### config.mk
export PLATFORM = sky130hd
export DESIGN_NAME = cfg_io_port
export DESIGN_NICKNAME = d
export VERILOG_FILES = /design/src/rtl/cfg_io_pkg.sv /design/src/rtl/cfg_io_sync.sv /design/src/rtl/cfg_io_cfg.sv /design/src/rtl/cfg_io_latch.sv /design/src/rtl/cfg_io_rdback.sv /design/src/rtl/cfg_io_port.sv
export SDC_FILE = /design/constraint.sdc
export NUM_CORES = 1
export LEC_CHECK = 0
export ABC_AREA = 1
export BUFFER_PORTS_ARGS = -buffer_cell sky130_fd_sc_hd__buf_2
export CAP_MARGIN = 5
export CORE_ASPECT_RATIO = 0.6
export CORE_MARGIN = 3
export CORE_UTILIZATION = 47
export CTS_CLUSTER_DIAMETER = 80
export DETAILED_ROUTE_END_ITERATION = 8
export PLACE_DENSITY = 0.7
export SYNTH_ARGS = -nofsm -noshare
export SYNTH_HDL_FRONTEND = slang
export SYNTH_SLANG_ARGS = --single-unit
### constraint.sdc
create_clock -name clk -period 2.6 [get_ports clk]
set_clock_uncertainty 0.1 [all_clocks]
set_input_delay 0.78 -clock clk [delete_from_list [all_inputs] [get_ports clk]]
set_output_delay 0.78 -clock clk [all_outputs]
set_load 0.05 [all_outputs]
### src/rtl/cfg_io_pkg.sv
package cfg_io_pkg;

  typedef enum logic [2:0] {
    OP_NOP   = 3'd0,
    OP_MODE  = 3'd1,
    OP_WRITE = 3'd2,
    OP_READ  = 3'd3,
    OP_SETB  = 3'd4,
    OP_CLRB  = 3'd5
  } io_op_e;

  typedef enum logic [1:0] {
    SEL_DATA = 2'd0,
    SEL_DIR  = 2'd1,
    SEL_THR  = 2'd2,
    SEL_PULL = 2'd3
  } io_sel_e;

endpackage

### src/rtl/cfg_io_sync.sv
// Multi-stage synchroniser for the asynchronous pad inputs.
module cfg_io_sync #(
  parameter int WIDTH  = 8,
  parameter int STAGES = 2
) (
  input  logic             clk,
  input  logic             rst_n,
  input  logic [WIDTH-1:0] async_in,
  output logic [WIDTH-1:0] sync_out
);

  for (genvar s = 0; s < STAGES; s++) begin : g_stage
    logic [WIDTH-1:0] q;
    logic [WIDTH-1:0] d;
    if (s == 0) begin : g_first
      assign d = async_in;
    end else begin : g_next
      assign d = g_stage[s-1].q;
    end
    always_ff @(posedge clk or negedge rst_n) begin
      if (!rst_n) q <= '0;
      else        q <= d;
    end
  end

  assign sync_out = g_stage[STAGES-1].q;

endmodule

### src/rtl/cfg_io_cfg.sv
// Target select plus direction, threshold and pull-up registers.
module cfg_io_cfg
  import cfg_io_pkg::*;
#(
  parameter int WIDTH = 8
) (
  input  logic             clk,
  input  logic             rst_n,
  input  logic [2:0]       op,
  input  logic [WIDTH-1:0] wdata,
  output logic [1:0]       mode,
  output logic [WIDTH-1:0] dir,
  output logic [WIDTH-1:0] thr,
  output logic [WIDTH-1:0] pull
);

  logic [1:0]       mode_q;
  logic [WIDTH-1:0] dir_q, thr_q, pull_q;
  logic             mode_en, dir_en, thr_en, pull_en, wr_hit;

  always_comb begin
    wr_hit  = (op == OP_WRITE);
    mode_en = (op == OP_MODE);
    dir_en  = wr_hit && (mode_q == SEL_DIR);
    thr_en  = wr_hit && (mode_q == SEL_THR);
    pull_en = wr_hit && (mode_q == SEL_PULL);
  end

  always_ff @(posedge clk or negedge rst_n) begin
    if (!rst_n) begin
      mode_q <= SEL_DATA;
      dir_q  <= '0;
      thr_q  <= '0;
      pull_q <= '0;
    end else begin
      if (mode_en) mode_q <= wdata[1:0];
      if (dir_en)  dir_q  <= wdata;
      if (thr_en)  thr_q  <= wdata;
      if (pull_en) pull_q <= wdata;
    end
  end

  assign mode = mode_q;
  assign dir  = dir_q;
  assign thr  = thr_q;
  assign pull = pull_q;

endmodule

### src/rtl/cfg_io_latch.sv
// Output latch with a two-stage bit read-modify-write pipeline and forwarding.
module cfg_io_latch
  import cfg_io_pkg::*;
#(
  parameter int WIDTH = 8
) (
  input  logic                     clk,
  input  logic                     rst_n,
  input  logic [2:0]               op,
  input  logic [$clog2(WIDTH)-1:0] idx,
  input  logic [WIDTH-1:0]         wdata,
  input  logic [1:0]               mode,
  input  logic [WIDTH-1:0]         dir,
  input  logic [WIDTH-1:0]         pin_s,
  output logic [WIDTH-1:0]         latch
);

  localparam int IDX_W = $clog2(WIDTH);

  logic [WIDTH-1:0] latch_q, latch_d;
  logic             latch_en;
  logic             pend_vld_q, pend_set_q;
  logic [IDX_W-1:0] pend_idx_q;
  logic [WIDTH-1:0] pend_base_q;

  logic [WIDTH-1:0] pend_mask, pend_res, latch_view, base_d;
  logic             is_bit, is_set, direct_wr;

  always_comb begin
    pend_mask  = WIDTH'(1) << pend_idx_q;
    pend_res   = pend_set_q ? (pend_base_q | pend_mask)
                            : (pend_base_q & ~pend_mask);
    // Forward the pending write-back into the operand of a following op.
    latch_view = pend_vld_q ? pend_res : latch_q;
    is_set     = (op == OP_SETB);
    is_bit     = is_set || (op == OP_CLRB);
    base_d     = (dir & latch_view) | (~dir & pin_s);
    direct_wr  = (op == OP_WRITE) && (mode == SEL_DATA);
    latch_en   = direct_wr || pend_vld_q;
    latch_d    = direct_wr ? wdata : pend_res;
  end

  always_ff @(posedge clk or negedge rst_n) begin
    if (!rst_n) begin
      pend_vld_q  <= 1'b0;
      pend_set_q  <= 1'b0;
      pend_idx_q  <= '0;
      pend_base_q <= '0;
      latch_q     <= '0;
    end else begin
      pend_vld_q <= is_bit;
      if (is_bit) begin
        pend_set_q  <= is_set;
        pend_idx_q  <= idx;
        pend_base_q <= base_d;
      end
      if (latch_en) latch_q <= latch_d;
    end
  end

  assign latch = latch_q;

endmodule

### src/rtl/cfg_io_rdback.sv
// Registered read-back multiplexer.
module cfg_io_rdback
  import cfg_io_pkg::*;
#(
  parameter int WIDTH = 8
) (
  input  logic             clk,
  input  logic             rst_n,
  input  logic [2:0]       op,
  input  logic [1:0]       mode,
  input  logic [WIDTH-1:0] pin_s,
  input  logic [WIDTH-1:0] dir,
  input  logic [WIDTH-1:0] thr,
  input  logic [WIDTH-1:0] pull,
  output logic [WIDTH-1:0] rd_data,
  output logic             rd_valid
);

  logic [WIDTH-1:0] sel_val, rd_data_q;
  logic             rd_en, rd_valid_q;

  always_comb begin
    rd_en = (op == OP_READ);
    unique case (mode)
      SEL_DATA: sel_val = pin_s;
      SEL_DIR:  sel_val = dir;
      SEL_THR:  sel_val = thr;
      default:  sel_val = pull;
    endcase
  end

  always_ff @(posedge clk or negedge rst_n) begin
    if (!rst_n) begin
      rd_valid_q <= 1'b0;
      rd_data_q  <= '0;
    end else begin
      rd_valid_q <= rd_en;
      if (rd_en) rd_data_q <= sel_val;
    end
  end

  assign rd_data  = rd_data_q;
  assign rd_valid = rd_valid_q;

endmodule

### src/rtl/cfg_io_port.sv
module cfg_io_port #(
  parameter int WIDTH       = 8,
  parameter int SYNC_STAGES = 2
) (
  input  logic                     clk,
  input  logic                     rst_n,
  input  logic [2:0]               cmd_op,
  input  logic [$clog2(WIDTH)-1:0] cmd_idx,
  input  logic [WIDTH-1:0]         cmd_wdata,
  output logic [WIDTH-1:0]         rd_data,
  output logic                     rd_valid,
  input  logic [WIDTH-1:0]         pad_in,
  output logic [WIDTH-1:0]         pad_oe,
  output logic [WIDTH-1:0]         pad_out,
  output logic [WIDTH-1:0]         pad_ttl,
  output logic [WIDTH-1:0]         pad_pu
);

  logic [1:0]       mode_w;
  logic [WIDTH-1:0] dir_w, thr_w, pull_w, pin_s_w, latch_w;

  cfg_io_sync #(.WIDTH(WIDTH), .STAGES(SYNC_STAGES)) u_sync (
    .clk      (clk),
    .rst_n    (rst_n),
    .async_in (pad_in),
    .sync_out (pin_s_w)
  );

  cfg_io_cfg #(.WIDTH(WIDTH)) u_cfg (
    .clk   (clk),
    .rst_n (rst_n),
    .op    (cmd_op),
    .wdata (cmd_wdata),
    .mode  (mode_w),
    .dir   (dir_w),
    .thr   (thr_w),
    .pull  (pull_w)
  );

  cfg_io_latch #(.WIDTH(WIDTH)) u_latch (
    .clk   (clk),
    .rst_n (rst_n),
    .op    (cmd_op),
    .idx   (cmd_idx),
    .wdata (cmd_wdata),
    .mode  (mode_w),
    .dir   (dir_w),
    .pin_s (pin_s_w),
    .latch (latch_w)
  );

  cfg_io_rdback #(.WIDTH(WIDTH)) u_rd (
    .clk      (clk),
    .rst_n    (rst_n),
    .op       (cmd_op),
    .mode     (mode_w),
    .pin_s    (pin_s_w),
    .dir      (dir_w),
    .thr      (thr_w),
    .pull     (pull_w),
    .rd_data  (rd_data),
    .rd_valid (rd_valid)
  );

  for (genvar i = 0; i < WIDTH; i++) begin : g_pad
    assign pad_oe[i]  = dir_w[i];
    assign pad_out[i] = latch_w[i];
    assign pad_ttl[i] = thr_w[i];
    assign pad_pu[i]  = pull_w[i] & ~dir_w[i];
  end

endmodule

==> flow_summary.rst <==
.. list-table::
   :header-rows: 1

   * - Metric
     - Value
   * - Crit end category
     - output pin
   * - Normalized max-slew margin
     - 58.2%
   * - Result of the run
     - complete, no violations
   * - Via Count
     - 2784
   * - Worst Max-Slew Pin Slew
     - 0.624 ns
   * - Peak fanout along the critical path
     - 6
   * - Primary FF master, synth
     - dfrtp_1
   * - YS warnings
     - 0
   * - Number of buffers created by CTS
     - 9
   * - Gate count of the mapped netlist
     - 399
   * - Antenna-violating nets left
     - 0
   * - Wire length after detailed routing
     - 7600 µm
   * - Cell type with the largest total area after synthesis
     - dfrtp_1
   * - Number of cells upsized or downsized after cts
     - 0
   * - Setup tns final
     - 0 ns
   * - Power Density
     - 1120 nW/µm²
   * - Final hold violations
     - 0
   * - Starting Density
     - 48.9%
   * - Clock slew at reported path FFs
     - 0.06 ns
   * - Number of buffers inserted to repair setup after CTS
     - 0
   * - DRC violation count after routing
     - 0
   * - Clock Latency Late Sink
     - 0.33 ns
   * - Number of fillers in the final layout
     - 591
   * - Wire length of the first global-routing pass
     - 12800 µm
   * - Vias per cell
     - 4.99
   * - Root Driver
     - clkbuf_16
   * - Flop2flop setup slack
     - 0.96 ns
   * - Cell with the most instances after synthesis
     - nand2_1
   * - DR pass1 iterations
     - 4
   * - TritonCTS clock tree
     - done
   * - Count of nets after finishing
     - 490
   * - Category of the critical setup timing path
     - flip-flop to output pin
   * - Sum of net half-perimeters after detailed placement
     - 5560 µm
   * - Count of different cell masters after synthesis
     - 20
   * - Register Area
     - 1800 µm²
   * - CTS HTree Levels
     - 3
   * - Drt first-iter violations
     - 208
   * - Clock Power Share
     - 29.3%
   * - Area occupied by multi-input gates
     - 1240 µm²
   * - Average cell area after synthesis
     - 8.29 µm²
   * - Kind of start point of the critical path
     - flip-flop
   * - GRT overflow
     - 0
   * - Internal power
     - 0.00263 W
   * - Flop and latch count out of synthesis
     - 72
   * - Net Sw Frac
     - 41.4%
   * - Initial antenna violation count
     - 0
   * - Portion of synthesized cell area occupied by the leading cell type
     - 54.4%
   * - Power share of the combinational group
     - 34.7%
   * - Number of nets produced by synthesis
     - 423
   * - Fraction of registers with async set or reset after synthesis
     - 100%
   * - MaxCap Viol Count
     - 0
   * - Period utilisation layout
     - 79.5%
   * - Count of flip-flops with a built-in enable after synthesis
     - 0
   * - Crit path time final
     - 2.07 ns
   * - Die width
     - 114 µm
   * - Maximum clock frequency
     - 484 MHz
   * - Path type of the worst min-delay path
     - flip-flop to flip-flop
   * - Setup repair after global routing missed its margin
     - false
   * - CTS Hold Buffers Added
     - 0
   * - Pin count of the biggest net entering global routing
     - 73
   * - Boundary Pins
     - 65
   * - Area growth from synthesis to final layout
     - 21.5%
   * - GRT Util Overall
     - 20.5%
   * - Count of standard-cell rows
     - 23
   * - Standby leakage power
     - 2.13 nW
   * - Core box area
     - 6760 µm²
   * - Placer congestion estimate
     - 0.836
   * - Ranking of synthesized cells by instance count
     - 97 x nand2_1, 75 x nor2_1, 72 x dfrtp_1
   * - Sequential share of power
     - 36.0%
   * - Setup violations, final
     - 0
   * - Syn Std Cell Area
     - 3310 µm²
   * - ANT cells
     - 0
   * - Sequential cell area fraction in the yosys report
     - 54.4%
   * - Required time of the critical path
     - 1.72 ns
   * - Util after Layout
     - 59.5%
   * - Num Clock Sinks
     - 72
   * - Overall die area
     - 8120 µm²
   * - Number of global-route vias before repair
     - 2666
   * - VDD IR max
     - 0.809 mV
   * - Clk buf depth
     - 2
   * - DR WL/cell
     - 13.6 µm
   * - Vert. Die Dim
     - 71 µm
   * - Number of buffers added on ports
     - 64
   * - Cell types with the largest area share after synthesis
     - dfrtp_1 54%, nand2_1 11%, nor2_1 8.5%, inv_1 5.0%, o21ai_2 4.5%
   * - Data arrival, critical path
     - 1.19 ns
   * - P_sw
     - 0.00186 W
   * - Share of final-layout standard cells stronger than drive strength 1
     - 25.7%
   * - Max Slew Vio Count
     - 0
[power by group through the flow]
stage	combinational (W)	sequential [W]	clock [W]
2_1_floorplan	0.000678	0.00211	0
3_3_place_gp	0.00153	0.00163	0
3_5_place_dp	0.00156	0.00163	0
4_1_cts	0.00157	0.00161	0.00134
5_1_grt	0.00170	0.00165	0.00139
6_report	0.00156	0.00161	0.00131
[sequential cells by signal (all words and copies together) (netlist names)]
register and cells:
u_cfg.dir 8, u_cfg.mode 2, u_cfg.pull 8, u_cfg.thr 8, u_latch.latch 8, u_latch.pend_base_q 8
u_latch.pend_idx_q 3, u_latch.pend_set_q 1, u_latch.pend_vld_q 1, u_rd.rd_data 8, u_rd.rd_valid 1, u_sync.g_stage.q 8
u_sync.sync_out 8
[logic make-up (layout without fill, tap and decap cells)]
| logic type | Yosys count | count (layout) | synth area share (%) |
|---|---|---|---|
| buf+inv | 63 | 135 | 8.05 |
| flops | 72 | 72 | 54.4 |
| simple gates | 217 | 217 | 28.4 |
| compound gates | 47 | 47 | 9.11 |
[layout by cell type (no fill, tap or decap)]
| cell type | instances |
|---|---|
| nand2_1 | 97 |
| nor2_1 | 75 |
| dfrtp_1 | 72 |
| buf_2 | 64 |
| inv_1 | 44 |
| nand3_1 | 26 |
| o21ai_2 | 17 |
| o21ai_1 | 16 |
| clkbuf_16 | 9 |
| inv_2 | 8 |
| a21oi_1 | 7 |
| o21ai_0 | 6 |
| nand4_1 | 6 |
| nand2_2 | 5 |
| nor2_4 | 4 |
| clkinv_2 | 4 |
| nand2_4 | 3 |
| bufinv_16 | 2 |
| o21bai_1 | 1 |
| nor3_4 | 1 |
| clkbuf_8 | 1 |
| clkinvlp_4 | 1 |
| buf_4 | 1 |
| buf_12 | 1 |
[layer usage]
layer  vias up  track usage, %  wire [µm]
met5         -               0          0
met4         0            5.67         64
met3         8            7.18        590
met2        97            29.4       3240
met1      1299            29.7       3710
li1       1380               -          -
[worst max-delay path, cell delays in order (launching register included)]
cell,delay [ns]
dfrtp_1,0.46
nor2_1,0.12
buf_2,0.27
[area by class of cell]
cell class / instances / share of cell area [%]
Tap cell: 87 / 2.71
Clock inverter: 6 / 2.05
Clock buffer: 10 / 5.94
Inverter: 53 / 4.98
Multi-Input combinational cell: 264 / 30.9
Timing Repair Buffer: 66 / 8.65
Sequential cell: 72 / 44.8
[worst paths after layout]
check                                        from                endpoint  cells after the start
hold / removal             u_sync.g_stage[0].q[7]      u_sync.sync_out[7]                      0
setup reg to reg                    u_cfg.mode[0]        u_latch.latch[5]                      6
hold reg to reg            u_sync.g_stage[0].q[7]      u_sync.sync_out[7]                      0
setup / recovery                     u_cfg.dir[5]               pad_pu[5]                      2
max in group asynchronous                   rst_n  u_latch.pend_base_q[1]                      2
min in group asynchronous                   rst_n      u_latch.pend_set_q                      2
[stage by stage]
| step | power [W] | hold slack [ns] | instances | setup slack (ns) | cell area [µm²] |
|---|---|---|---|---|---|
| 6_report | 0.00448 | 0.247 | 558 | 0.533 | 4020 |
| 5_1_grt | 0.00473 | 0.260 | 558 | 0.472 | 4020 |
| 4_1_cts | 0.00452 | 0.249 | 558 | 0.528 | 4020 |
| 3_5_place_dp | 0.00319 | 0.236 | 542 | 0.588 | 3700 |
| 3_3_place_gp | 0.00316 | 0.231 | 542 | 0.630 | 3700 |
| 2_1_floorplan | 0.00279 | 0.231 | 399 | 0.384 | 3310 |
No activity file was read; power rests on OpenSTA's default activity.
